[src/rtl/hv_pkg.sv]
package hv_pkg;
  typedef enum logic [2:0] {
    T_NORMAL  = 3'd0,
    T_DEGRADE = 3'd1,
    T_ISOLATE = 3'd2,
    T_RECOVER = 3'd3,
    T_SWITCH  = 3'd4,
    T_SAFE    = 3'd5
  } tier_e;

  typedef enum logic [1:0] {
    S_RETRAIN = 2'd0,
    S_CE      = 2'd1,
    S_UE      = 2'd2,
    S_THERM   = 2'd3
  } src_e;

  typedef enum logic [2:0] {
    R_RATE_OVER = 3'd0,
    R_PERSIST   = 3'd1,
    R_CLEAR     = 3'd2,
    R_CE_TREND  = 3'd3,
    R_UE_EVENT  = 3'd4
  } reason_e;

  typedef struct packed {
    src_e    src;
    reason_e reason;
    tier_e   tier;
  } hv_tag_t;

  localparam int unsigned TAG_W = $bits(hv_tag_t);

  function automatic tier_e tier_max(tier_e a, tier_e b);
    return (a > b) ? a : b;
  endfunction
endpackage

[src/rtl/hv_rate_engine.sv]
module hv_rate_engine
  import hv_pkg::*;
#(
  parameter int unsigned CNT_W   = 8,
  parameter int unsigned STEP_W  = 4,
  parameter bit          THERMAL = 1'b0,
  parameter src_e        SRC     = S_RETRAIN
) (
  input  logic              clk,
  input  logic              rst_n,
  input  logic              strobe,
  input  logic              wnd_end,
  input  logic [CNT_W-1:0]  thr,
  input  logic [STEP_W-1:0] persist_n,
  input  logic [STEP_W-1:0] clean_m,
  output tier_e             tier,
  output logic              log_req,
  output hv_tag_t           log_tag
);
  localparam tier_e TOP_TIER = THERMAL ? T_SAFE : T_SWITCH;

  function automatic tier_e step_up(tier_e t);
    tier_e n;
    if (THERMAL) begin
      n = (t == T_NORMAL) ? T_DEGRADE : T_SAFE;
    end else begin
      case (t)
        T_NORMAL:  n = T_DEGRADE;
        T_DEGRADE: n = T_ISOLATE;
        T_ISOLATE: n = T_RECOVER;
        default:   n = T_SWITCH;
      endcase
    end
    return n;
  endfunction

  logic [CNT_W-1:0]  cnt_q, eval;
  logic [STEP_W-1:0] pc_q, pc_d, cc_q, cc_d;
  tier_e             tier_d;
  logic              over, pc_hit, cc_hit;

  assign eval   = (&cnt_q) ? cnt_q : cnt_q + CNT_W'(strobe);
  assign over   = eval >= thr;
  assign pc_hit = ((STEP_W+1)'(pc_q) + (STEP_W+1)'(1)) >= (STEP_W+1)'(persist_n);
  assign cc_hit = ((STEP_W+1)'(cc_q) + (STEP_W+1)'(1)) >= (STEP_W+1)'(clean_m);

  always_comb begin
    tier_d  = tier;
    pc_d    = pc_q;
    cc_d    = cc_q;
    log_req = 1'b0;
    log_tag = '{src: SRC, reason: R_RATE_OVER, tier: T_NORMAL};
    if (wnd_end) begin
      if (over) begin
        cc_d = '0;
        if (tier == T_NORMAL) begin
          tier_d  = T_DEGRADE;
          pc_d    = '0;
          log_req = 1'b1;
          log_tag = '{src: SRC, reason: R_RATE_OVER, tier: T_DEGRADE};
        end else if (tier != TOP_TIER) begin
          if (pc_hit) begin
            tier_d  = step_up(tier);
            pc_d    = '0;
            log_req = 1'b1;
            log_tag = '{src: SRC, reason: R_PERSIST, tier: step_up(tier)};
          end else begin
            pc_d = pc_q + STEP_W'(1);
          end
        end
      end else begin
        pc_d = '0;
        if (tier != T_NORMAL) begin
          if (cc_hit) begin
            tier_d  = T_NORMAL;
            cc_d    = '0;
            log_req = 1'b1;
            log_tag = '{src: SRC, reason: R_CLEAR, tier: T_NORMAL};
          end else begin
            cc_d = cc_q + STEP_W'(1);
          end
        end
      end
    end
  end

  always_ff @(posedge clk or negedge rst_n) begin
    if (!rst_n) begin
      cnt_q <= '0;
      pc_q  <= '0;
      cc_q  <= '0;
      tier  <= T_NORMAL;
    end else begin
      cnt_q <= wnd_end ? '0 : eval;
      pc_q  <= pc_d;
      cc_q  <= cc_d;
      tier  <= tier_d;
    end
  end

  assert_one_step_R3: assert property (@(posedge clk) disable iff (!rst_n)
    (tier != $past(tier) && tier != T_NORMAL) |-> (tier == step_up($past(tier))));
endmodule

[src/rtl/hv_ce_trend.sv]
module hv_ce_trend
  import hv_pkg::*;
#(
  parameter int unsigned CNT_W  = 8,
  parameter int unsigned STEP_W = 4
) (
  input  logic              clk,
  input  logic              rst_n,
  input  logic              strobe,
  input  logic              wnd_end,
  input  logic [CNT_W-1:0]  thr,
  input  logic [STEP_W-1:0] clean_m,
  output logic [1:0]        mon_level,
  output logic              maint_req,
  output logic              log_req,
  output hv_tag_t           log_tag
);
  logic [CNT_W-1:0]  cnt_q, eval;
  logic [STEP_W-1:0] cc_q;
  logic              over, cc_hit;

  assign eval   = (&cnt_q) ? cnt_q : cnt_q + CNT_W'(strobe);
  assign over   = eval >= thr;
  assign cc_hit = ((STEP_W+1)'(cc_q) + (STEP_W+1)'(1)) >= (STEP_W+1)'(clean_m);

  always_comb begin
    log_req = 1'b0;
    log_tag = '{src: S_CE, reason: R_CE_TREND, tier: T_NORMAL};
    if (wnd_end) begin
      if (over) begin
        log_req = 1'b1;
      end else if (maint_req && cc_hit) begin
        log_req = 1'b1;
        log_tag = '{src: S_CE, reason: R_CLEAR, tier: T_NORMAL};
      end
    end
  end

  always_ff @(posedge clk or negedge rst_n) begin
    if (!rst_n) begin
      cnt_q     <= '0;
      cc_q      <= '0;
      mon_level <= '0;
      maint_req <= 1'b0;
    end else begin
      cnt_q <= wnd_end ? '0 : eval;
      if (wnd_end) begin
        if (over) begin
          cc_q      <= '0;
          maint_req <= 1'b1;
          mon_level <= (&mon_level) ? mon_level : mon_level + 2'd1;
        end else if (maint_req) begin
          if (cc_hit) begin
            cc_q      <= '0;
            maint_req <= 1'b0;
            mon_level <= '0;
          end else begin
            cc_q <= cc_q + STEP_W'(1);
          end
        end
      end
    end
  end

  assert_trend_flag_R5: assert property (@(posedge clk) disable iff (!rst_n)
    (log_req && log_tag.reason == R_CE_TREND) |=> (maint_req && mon_level != 2'd0));
endmodule

[src/rtl/hv_ue_escal.sv]
module hv_ue_escal
  import hv_pkg::*;
#(
  parameter int unsigned STEP_W = 4
) (
  input  logic              clk,
  input  logic              rst_n,
  input  logic              strobe,
  input  logic              wnd_end,
  input  logic [STEP_W-1:0] clean_m,
  output tier_e             tier,
  output logic              log_req,
  output hv_tag_t           log_tag
);
  logic [STEP_W-1:0] cc_q;
  logic              seen_q, cc_hit, clean_wnd;
  tier_e             up;

  assign cc_hit    = ((STEP_W+1)'(cc_q) + (STEP_W+1)'(1)) >= (STEP_W+1)'(clean_m);
  assign clean_wnd = wnd_end && !seen_q && !strobe && (tier != T_NORMAL);

  always_comb begin
    case (tier)
      T_NORMAL:  up = T_ISOLATE;
      T_ISOLATE: up = T_RECOVER;
      default:   up = T_SWITCH;
    endcase
  end

  always_comb begin
    log_req = 1'b0;
    log_tag = '{src: S_UE, reason: R_UE_EVENT, tier: up};
    if (strobe) begin
      log_req = 1'b1;
    end else if (clean_wnd && cc_hit) begin
      log_req = 1'b1;
      log_tag = '{src: S_UE, reason: R_CLEAR, tier: T_NORMAL};
    end
  end

  always_ff @(posedge clk or negedge rst_n) begin
    if (!rst_n) begin
      tier   <= T_NORMAL;
      cc_q   <= '0;
      seen_q <= 1'b0;
    end else begin
      seen_q <= wnd_end ? 1'b0 : (seen_q | strobe);
      if (strobe) begin
        tier <= up;
        cc_q <= '0;
      end else if (clean_wnd) begin
        if (cc_hit) begin
          tier <= T_NORMAL;
          cc_q <= '0;
        end else begin
          cc_q <= cc_q + STEP_W'(1);
        end
      end else if (wnd_end) begin
        cc_q <= '0;
      end
    end
  end

  assert_ue_raise_R6: assert property (@(posedge clk) disable iff (!rst_n)
    strobe |=> (tier >= T_ISOLATE));
endmodule

[src/rtl/hv_evidence_fifo.sv]
module hv_evidence_fifo
  import hv_pkg::*;
#(
  parameter int unsigned TS_W  = 32,
  parameter int unsigned DEPTH = 8,
  parameter int unsigned NPUSH = 4
) (
  input  logic             clk,
  input  logic             rst_n,
  input  logic [NPUSH-1:0] push,
  input  hv_tag_t          tag_in [NPUSH],
  input  logic [TS_W-1:0]  stamp,
  output logic             valid,
  input  logic             ready,
  output logic [TS_W-1:0]  out_stamp,
  output hv_tag_t          out_tag
);
  localparam int unsigned AW = $clog2(DEPTH);
  localparam int unsigned EW = TS_W + TAG_W;
  localparam logic [AW:0] DEPTH_V = (AW+1)'(DEPTH);

  logic [EW-1:0] mem [DEPTH];
  logic [AW-1:0] wr_ptr, rd_ptr;
  logic [AW:0]   count, free, run;
  logic [NPUSH-1:0] accept;
  logic [AW-1:0] slot [NPUSH];
  logic          pop;

  assign valid = count != '0;
  assign pop   = valid && ready;
  assign free  = DEPTH_V - count;
  assign {out_stamp, out_tag} = mem[rd_ptr];

  always_comb begin
    run = '0;
    for (int i = 0; i < NPUSH; i++) begin
      accept[i] = push[i] && (run < free);
      slot[i]   = wr_ptr + run[AW-1:0];
      if (accept[i]) run = run + (AW+1)'(1);
    end
  end

  always_ff @(posedge clk) begin
    for (int i = 0; i < NPUSH; i++) begin
      if (accept[i]) mem[slot[i]] <= {stamp, tag_in[i]};
    end
  end

  always_ff @(posedge clk or negedge rst_n) begin
    if (!rst_n) begin
      wr_ptr <= '0;
      rd_ptr <= '0;
      count  <= '0;
    end else begin
      wr_ptr <= wr_ptr + run[AW-1:0];
      rd_ptr <= rd_ptr + AW'(pop);
      count  <= count + run - (AW+1)'(pop);
    end
  end

  assert_hold_R10: assert property (@(posedge clk) disable iff (!rst_n)
    (valid && !ready) |=> (valid && $stable(out_stamp) && $stable(out_tag)));
  assert_no_overflow_R10: assert property (@(posedge clk) disable iff (!rst_n)
    count <= DEPTH_V);
endmodule

[src/rtl/health_escalator.sv]
module health_escalator
  import hv_pkg::*;
#(
  parameter int unsigned TS_W       = 32,
  parameter int unsigned WIN_W      = 16,
  parameter int unsigned CNT_W      = 8,
  parameter int unsigned STEP_W     = 4,
  parameter int unsigned FIFO_DEPTH = 8
) (
  input  logic              clk,
  input  logic              rst_n,
  input  logic              ev_retrain,
  input  logic              ev_ce,
  input  logic              ev_ue,
  input  logic              ev_therm,
  input  logic [WIN_W-1:0]  cfg_window,
  input  logic [CNT_W-1:0]  cfg_thr_retrain,
  input  logic [CNT_W-1:0]  cfg_thr_ce,
  input  logic [CNT_W-1:0]  cfg_thr_therm,
  input  logic [STEP_W-1:0] cfg_persist,
  input  logic [STEP_W-1:0] cfg_clean,
  output logic [2:0]        act_tier,
  output logic [1:0]        mon_level,
  output logic              maint_req,
  output logic              ev_valid,
  input  logic              ev_ready,
  output logic [TS_W-1:0]   ev_stamp,
  output logic [1:0]        ev_src,
  output logic [2:0]        ev_reason,
  output logic [2:0]        ev_tier
);
  localparam int unsigned NSRC = 4;
  localparam int unsigned NRATE = 2;

  logic [WIN_W-1:0] wcnt;
  logic [TS_W-1:0]  ts;
  logic             wnd_end;

  assign wnd_end = ((WIN_W+1)'(wcnt) + (WIN_W+1)'(1)) >= (WIN_W+1)'(cfg_window);

  always_ff @(posedge clk or negedge rst_n) begin
    if (!rst_n) begin
      wcnt <= '0;
      ts   <= '0;
    end else begin
      wcnt <= wnd_end ? '0 : wcnt + WIN_W'(1);
      ts   <= ts + TS_W'(1);
    end
  end

  logic [NRATE-1:0] rate_strobe;
  logic [CNT_W-1:0] rate_thr [NRATE];
  tier_e            rate_tier [NRATE];
  logic             rate_log [NRATE];
  hv_tag_t          rate_tag [NRATE];

  assign rate_strobe = {ev_therm, ev_retrain};
  assign rate_thr[0] = cfg_thr_retrain;
  assign rate_thr[1] = cfg_thr_therm;

  for (genvar g = 0; g < NRATE; g++) begin : g_rate
    hv_rate_engine #(
      .CNT_W   (CNT_W),
      .STEP_W  (STEP_W),
      .THERMAL (g == 1),
      .SRC     ((g == 1) ? S_THERM : S_RETRAIN)
    ) u_rate (
      .clk       (clk),
      .rst_n     (rst_n),
      .strobe    (rate_strobe[g]),
      .wnd_end   (wnd_end),
      .thr       (rate_thr[g]),
      .persist_n (cfg_persist),
      .clean_m   (cfg_clean),
      .tier      (rate_tier[g]),
      .log_req   (rate_log[g]),
      .log_tag   (rate_tag[g])
    );
  end

  logic    ce_log, ue_log;
  hv_tag_t ce_tag, ue_tag;
  tier_e   ue_tier;

  hv_ce_trend #(.CNT_W(CNT_W), .STEP_W(STEP_W)) u_ce (
    .clk       (clk),
    .rst_n     (rst_n),
    .strobe    (ev_ce),
    .wnd_end   (wnd_end),
    .thr       (cfg_thr_ce),
    .clean_m   (cfg_clean),
    .mon_level (mon_level),
    .maint_req (maint_req),
    .log_req   (ce_log),
    .log_tag   (ce_tag)
  );

  hv_ue_escal #(.STEP_W(STEP_W)) u_ue (
    .clk     (clk),
    .rst_n   (rst_n),
    .strobe  (ev_ue),
    .wnd_end (wnd_end),
    .clean_m (cfg_clean),
    .tier    (ue_tier),
    .log_req (ue_log),
    .log_tag (ue_tag)
  );

  logic [NSRC-1:0] push;
  hv_tag_t         push_tag [NSRC];
  hv_tag_t         head_tag;

  assign push        = {rate_log[1], ue_log, ce_log, rate_log[0]};
  assign push_tag[0] = rate_tag[0];
  assign push_tag[1] = ce_tag;
  assign push_tag[2] = ue_tag;
  assign push_tag[3] = rate_tag[1];

  hv_evidence_fifo #(.TS_W(TS_W), .DEPTH(FIFO_DEPTH), .NPUSH(NSRC)) u_fifo (
    .clk       (clk),
    .rst_n     (rst_n),
    .push      (push),
    .tag_in    (push_tag),
    .stamp     (ts),
    .valid     (ev_valid),
    .ready     (ev_ready),
    .out_stamp (ev_stamp),
    .out_tag   (head_tag)
  );

  assign ev_src    = head_tag.src;
  assign ev_reason = head_tag.reason;
  assign ev_tier   = head_tag.tier;
  assign act_tier  = tier_max(tier_max(rate_tier[0], rate_tier[1]), ue_tier);

  assert_ue_to_cmd_R6: assert property (@(posedge clk) disable iff (!rst_n)
    ev_ue |=> (act_tier >= 3'd2));
  assert_ce_no_cmd_R5: assert property (@(posedge clk) disable iff (!rst_n)
    (ev_ce && !ev_ue && !ev_retrain && !ev_therm && !wnd_end) |=> $stable(act_tier));
endmodule

[config.mk]
export PLATFORM = sky130hd
export DESIGN_NAME = health_escalator
export DESIGN_NICKNAME = d
export VERILOG_FILES = /design/src/rtl/hv_pkg.sv /design/src/rtl/hv_rate_engine.sv /design/src/rtl/hv_ce_trend.sv /design/src/rtl/hv_ue_escal.sv /design/src/rtl/hv_evidence_fifo.sv /design/src/rtl/health_escalator.sv
export SDC_FILE = /design/constraint.sdc
export NUM_CORES = 1
export LEC_CHECK = 0
export BUFFER_PORTS_ARGS = -buffer_cell sky130_fd_sc_hd__buf_2
export CORE_ASPECT_RATIO = 1.2
export CORE_MARGIN = 2
export CORE_UTILIZATION = 45
export DETAILED_ROUTE_END_ITERATION = 16
export PLACE_DENSITY = 0.72
export SYNTH_ARGS = -nofsm -noshare
export SYNTH_HDL_FRONTEND = slang
export SYNTH_SLANG_ARGS = --single-unit
[constraint.sdc]
create_clock -name clk -period 8.8 [get_ports clk]
set_clock_uncertainty 0.15 [all_clocks]
set_input_delay 0.44 -clock clk [delete_from_list [all_inputs] [get_ports clk]]
set_output_delay 0.44 -clock clk [all_outputs]
set_load 0.005 [all_outputs]
== Word-level counts from Yosys, hierarchy flattened ==
Memories as Yosys holds them, arrays and structs flattened.
Index checks and enable logic that the tools add are counted.
Word-level totals
  bits in registers: 119
  bits of input ports: 55
  memories: 1
  output and inout bits: 47
  word-level logic and storage cells: 224
  memory bits (writable): 320
Memory list
  u_fifo.mem: words 8, bits a word 40, read ports 1, clocked after memory_dff 0, wr ports 4, line hv_evidence_fifo.sv:22  | logic [EW-1:0] mem [DEPTH];
Operators by class
  mux-type cells: 105
  $add $sub $neg: 30
  bitwise gates (word level): 1
  magnitude comparators: 16
  reductions and logical operators: 41
  equal/unequal tests: 10
Operators with widths (count)
  $mux 8: 19
  $mux 4: 27
  $mux 3: 17
  $add 32x1->32 const B: 1
  $add 4x1->4 const B: 8
  $mux 1: 32
  $add 4x1->5 const B: 6
  $ge 5x4->1: 6
  $add 8x1->8: 3
  $ge 8x8->1: 3
  $reduce_and 8->1: 3
  $ne 3x3->1 const B: 6
  $add 16x1->17 const B: 1
  $ge 17x16->1: 1
  $add 16x1->16 const B: 1
  $mux 16: 1
  $reduce_bool 2->1: 8
  $reduce_and 2->1: 7
  $pmux 3 s2: 2
  $reduce_bool 3->1: 4
  $logic_and 1x1->1: 10
  $mux 5: 2
  $reduce_and 5->1: 2
  $add 3x3->3: 3
  other kinds (20): 30

== Longest topological paths before layout ==
  depth after elaboration: 20
  gate-level depth with buffers: 35
  gate-level depth less buffers: 33

== By module ==
Synthesis repeated with hierarchy kept, for this count alone.
Unflattened totals
  cells, all modules: 1747
  area, all modules: 23221.0 um2
Modules (own cells, without submodules)
  hv_evidence_fifo: cells an instance 936, area each 15523.6 um2, times used 1, seq. area each 9859.5 um2
  health_escalator: cells an instance 278, area each 2773.9 um2, times used 1, seq. area each 1201.2 um2
  hv_rate_engine at g_rate[1].u_rate: cells an instance 170, area each 1564.0 um2, times used 1, seq. area each 450.4 um2
  hv_rate_engine at g_rate[0].u_rate: cells an instance 162, area each 1512.7 um2, times used 1, seq. area each 475.5 um2
  hv_ce_trend: cells an instance 137, area each 1223.7 um2, times used 1, seq. area each 375.4 um2
  hv_ue_escal: cells an instance 64, area each 623.1 um2, times used 1, seq. area each 200.2 um2

== Worst setup path after synthesis ==
OpenSTA, ideal clock, no wires.
  path type: reg2reg
  start: reg wcnt[0]
  end: mem u_fifo.mem[5][0] (netlist name), enable pin
  setup slack: 0.197 ns
  path buffers: 2
  setup time: 0.440 ns
  stages on the path, launching flop included: 30
  arrival: 8.013 ns
  path through: dfrtp_1 -> ha_1 -> nand3_1 -> nor3b_4 -> nand3_1 -> xnor2_1 -> ha_1 -> nand3_1 -> nor2_1 -> or4_4 -> a211o_2 -> buf_2 -> o21ai_0 -> nand2b_1 -> inv_1 -> ha_1 -> ha_1 -> o21ai_0 -> a21oi_1 -> a31oi_1 -> buf_2 -> xor2_1 -> ha_1 -> inv_1 -> fa_1 -> xnor2_1 -> nand4_1 -> o311ai_2 -> a32oi_4 -> o211ai_1
RTL lines
  start: declaration: line health_escalator.sv:35  | logic [WIN_W-1:0] wcnt;
  start signal: assignment: line health_escalator.sv:46  | wcnt <= wnd_end ? '0 : wcnt + WIN_W'(1);
  end: declaration: line hv_evidence_fifo.sv:22

==> flow_summary_export.csv <==
group,metric,value,unit
floorplan,start_util,45.6,%
clock_tree,cts_tree,"built",
clock_tree,clkLatencyLatePin,580,ps
setup_path,crit_path_start,"wcnt[0]",
logic_synthesis,yosysTopAreaCellShare,40.4,%
routing,wl_per_cell,19.7,um
routing,drt_wl_total,46.3,mm
place,gp_congestion,0.903,
place,io_buffers,101,
global_routing,grt_max_degree,75,
final_layout,fin_nets,1856,
routing,antenna_left,0,
setup_path,worstPathRequired,8850,ps
timing,finalSetupViolCount,0,
final_layout,multi_input_area,8670,um^2
timing,finalHoldViolCount,0,
place,post-place-ws,-140,ps
timing,fmax,123,MHz
global_routing,antenna_found_initial,0,
global_routing,grt-ovfl-total,0,
worst_hold_path,hp-class,"primary input to register",
timing,tns,0,ps
floorplan,rows,87,
power,p_per_area,294,nW/um^2
clock_tree,clock_sinks,438,
routing,routed_via_density,5.62,
routing,initialDrtViolationCount,950,
setup_path,slowest_delay,670,ps
clock_tree,root_buffer,"clkbuf_16",
routing,drc,0,
final_layout,final_cell_mix,"288 x edfxtp_1, 115 x dfrtp_1, 111 x nand2_1",
clock_tree,htreeDepth,2,
logic_synthesis,synth_cell_types,83,
logic_synthesis,ys_seq_elements,438,
setup_path,rr_worst_depth,31,
timing,fin_crit_sh,92.5,%
setup_path,reg2reg_from,"wcnt[0]",
routing,vias,13200,
setup_path,cp_max_fo,36,
run_status,status,"complete, no violations",
logic_synthesis,synth-seq-area-share,57.1,%
global_routing,grt_pass1_wl,74.2,mm
timing,worstMarginPinSlew,1110,ps
setup_path,worst_setup_path_end_kind,"register",
final_layout,final_area,24100,um^2
final_layout,fillers,3973,
logic_synthesis,yosys_warnings,0,
logic_synthesis,synthCells,1584,
logic_synthesis,netlist_area,21400,um^2
logic_synthesis,synth_edf_count,288,
floorplan,fp.dieArea,49400,um^2
global_routing,grt_usage,19.0,%
global_routing,first_global_vias,14000,
clock_tree,path_clk_slew,60,ps
final_layout,mostFrequentLayoutCell,"edfxtp_1",
clock_tree,cts_made_buffers,45,
floorplan,core_area,47000,um^2
floorplan,die_h,243,um
logic_synthesis,ys.flop_type,"edfxtp_1",
setup_path,critPathMostFrequentCell,"ha_1",
setup_path,criticalPathCategory,"register to register",
clock_tree,clock_path_buffers,3,
setup_path,r2r_end,"u_fifo.mem[6][19]",
setup_path,cp-endpoint,"u_fifo.mem[6][19]",
timing,layout_min_cycle_time,8140,ps
setup_path,arrival,8190,ps
final_layout,antenna_cells,0,
timing,setup_ws,659,ps
floorplan,io_pins,102,
place,placed_area,22700,um^2
job,maxCapViolCount,0,
final_layout,syn2layout_area_growth,12.7,%
logic_synthesis,yosysTopAreaCell,"edfxtp_1",
place,dp_hpwl,31.0,mm
logic_synthesis,avgSynthCellArea,13.5,um^2
logic_synthesis,synth_area_leaders,"edfxtp_1 40%, dfrtp_1 14%, mux4_2 8.4%",
timing,rsz0062_at_grt,"no",
timing,slew_viol_final,0,
timing,relSlewSlack,26.1,%
setup_path,slowest_stage,"nand2b_4",
final_layout,drive_gt1_share,20.6,%
power,power_leakage,9.17,nW
routing,drtPass1Iterations,7,
power,peakVddDrop,0.171,mV
setup_path,r2r_slack,660,ps
logic_synthesis,async_reset_ff_share,26.9,%
final_layout,seq_area,12300,um^2
floorplan,die_w,203,um
setup_path,critPathLaunchType,"register",
clock_tree,post_cts_buffers,0,
logic_synthesis,synth.net_count,1747,
[cells by family (layout without fill, tap and decap cells)]
family,Yosys count,count (layout),share of synthesized area [%]
flip-flops,438,438,57.1
adder cells (fa/ha/maj),109,109,6.49
XOR/XNOR,88,88,3.60
buffers and inverters,143,289,2.60
AO/OA/AOI/OAI,245,245,7.96
multiplexers,162,162,12.6
AND/OR/NAND/NOR,399,399,9.64
[cell usage after synthesis, types with 4 or more instances]
| master | n |
|---|---|
| and3_1 | 23 |
| clkbuf_1 | 37 |
| nand4_1 | 13 |
| xnor2_1 | 50 |
| nand2b_1 | 35 |
| a31oi_1 | 10 |
| mux2_2 | 44 |
| inv_1 | 82 |
| a211o_1 | 9 |
| a21oi_1 | 54 |
| and2_1 | 29 |
| a21o_1 | 9 |
| a21boi_0 | 5 |
| nor2b_1 | 15 |
| a22oi_1 | 39 |
| fa_1 | 4 |
| buf_1 | 13 |
| or2_2 | 8 |
| or2_1 | 4 |
| a211oi_1 | 11 |
| dfrtp_1 | 118 |
| o21a_1 | 6 |
| nand2_1 | 112 |
| o21ai_0 | 55 |
| and4_1 | 6 |
| nor2_1 | 67 |
| mux4_2 | 80 |
| ha_1 | 104 |
| xor2_1 | 38 |
| a221o_1 | 8 |
| nand3_1 | 48 |
| buf_2 | 9 |
| mux2i_1 | 32 |
| edfxtp_1 | 288 |
| dfxtp_1 | 32 |
| o2111ai_1 | 4 |
| nor3_1 | 16 |
[per-stage QoR]
stage | std cells | utilization, % | hold slack (ps) | total power [mW]
after floorplan | 1584 | - | -5.59 | 4.53
after global placement | 2268 | 48.2 | 290 | 5.23
after detailed placement | 2268 | 48.2 | 300 | 5.32
after CTS | 2353 | 51.3 | 36.8 | 7.19
after global routing | 2353 | 51.3 | 76.1 | 7.52
final | 2353 | 51.3 | 83.4 | 7.10
[final cells by class]
cell class                 count  share of cell area [%]
sequential                   438                    50.7
multi-input combinational   1003                    35.9
clock buffer                  57                    4.93
tap                          623                    3.23
timing repair buffer         123                    2.90
inverter                      82                    1.27
clock inverter                27                    1.03
[per-layer routing]
metal  global-route usage [%]  wire length [um]
met1                     22.9             18900
met2                     34.3             23900
met3                     3.01              1960
met4                     7.06              1570
met5                        0                 0
[report_power, final]
part           switching, mW  total (mW)  internal [mW]
sequential             0.286        2.92           2.63
combinational           1.24        2.34           1.10
clock                  0.794        1.85           1.06
total                   2.32        7.10           4.78
[worst min path at each step]
stage                     start                  endpoint  slack [ps]  cells after the start
2_1_floorplan             rst_n  g_rate[0].u_rate.cc_q[0]          -6                      0
3_3_place_gp   u_fifo.mem[7][7]          u_fifo.mem[7][7]         290                      1
3_5_place_dp   u_fifo.mem[1][7]          u_fifo.mem[1][7]         300                      1
4_1_cts                   ev_ue              u_ue.tier[0]          40                      2
5_1_grt                   ev_ue              u_ue.tier[0]          80                      3
6_report                  ev_ue              u_ue.tier[0]          80                      2
[worst max-delay path: cells and delay by family, from the launching register on]
kind                       cells  cell delay [ps]
and+or+nand+nor                9             2890
xor gates and xnor gates       3              620
AOI/OAI and AO/OA              9             1520
adders and majority gates      6             1650
buffers and inverters          4              500
DFF                            1              410
[registers in the layout, indices dropped and copies added (netlist names), 5 cells and up]
register	count
g_rate.u_rate.cnt_q	16
g_rate.u_rate.cc_q	8
wcnt	16
u_ce.cnt_q	8
ts	32
u_fifo.mem	320
g_rate.u_rate.tier	5
g_rate.u_rate.pc_q	8
[what timing repair did]
action,4_1_cts,5_1_grt
hold buffers,1,0
hold endpoints to repair,64,0
endpoints found under the setup margin,2,243
gates resized for setup,1,7
Note: power is estimated with default switching activity, not from simulation.
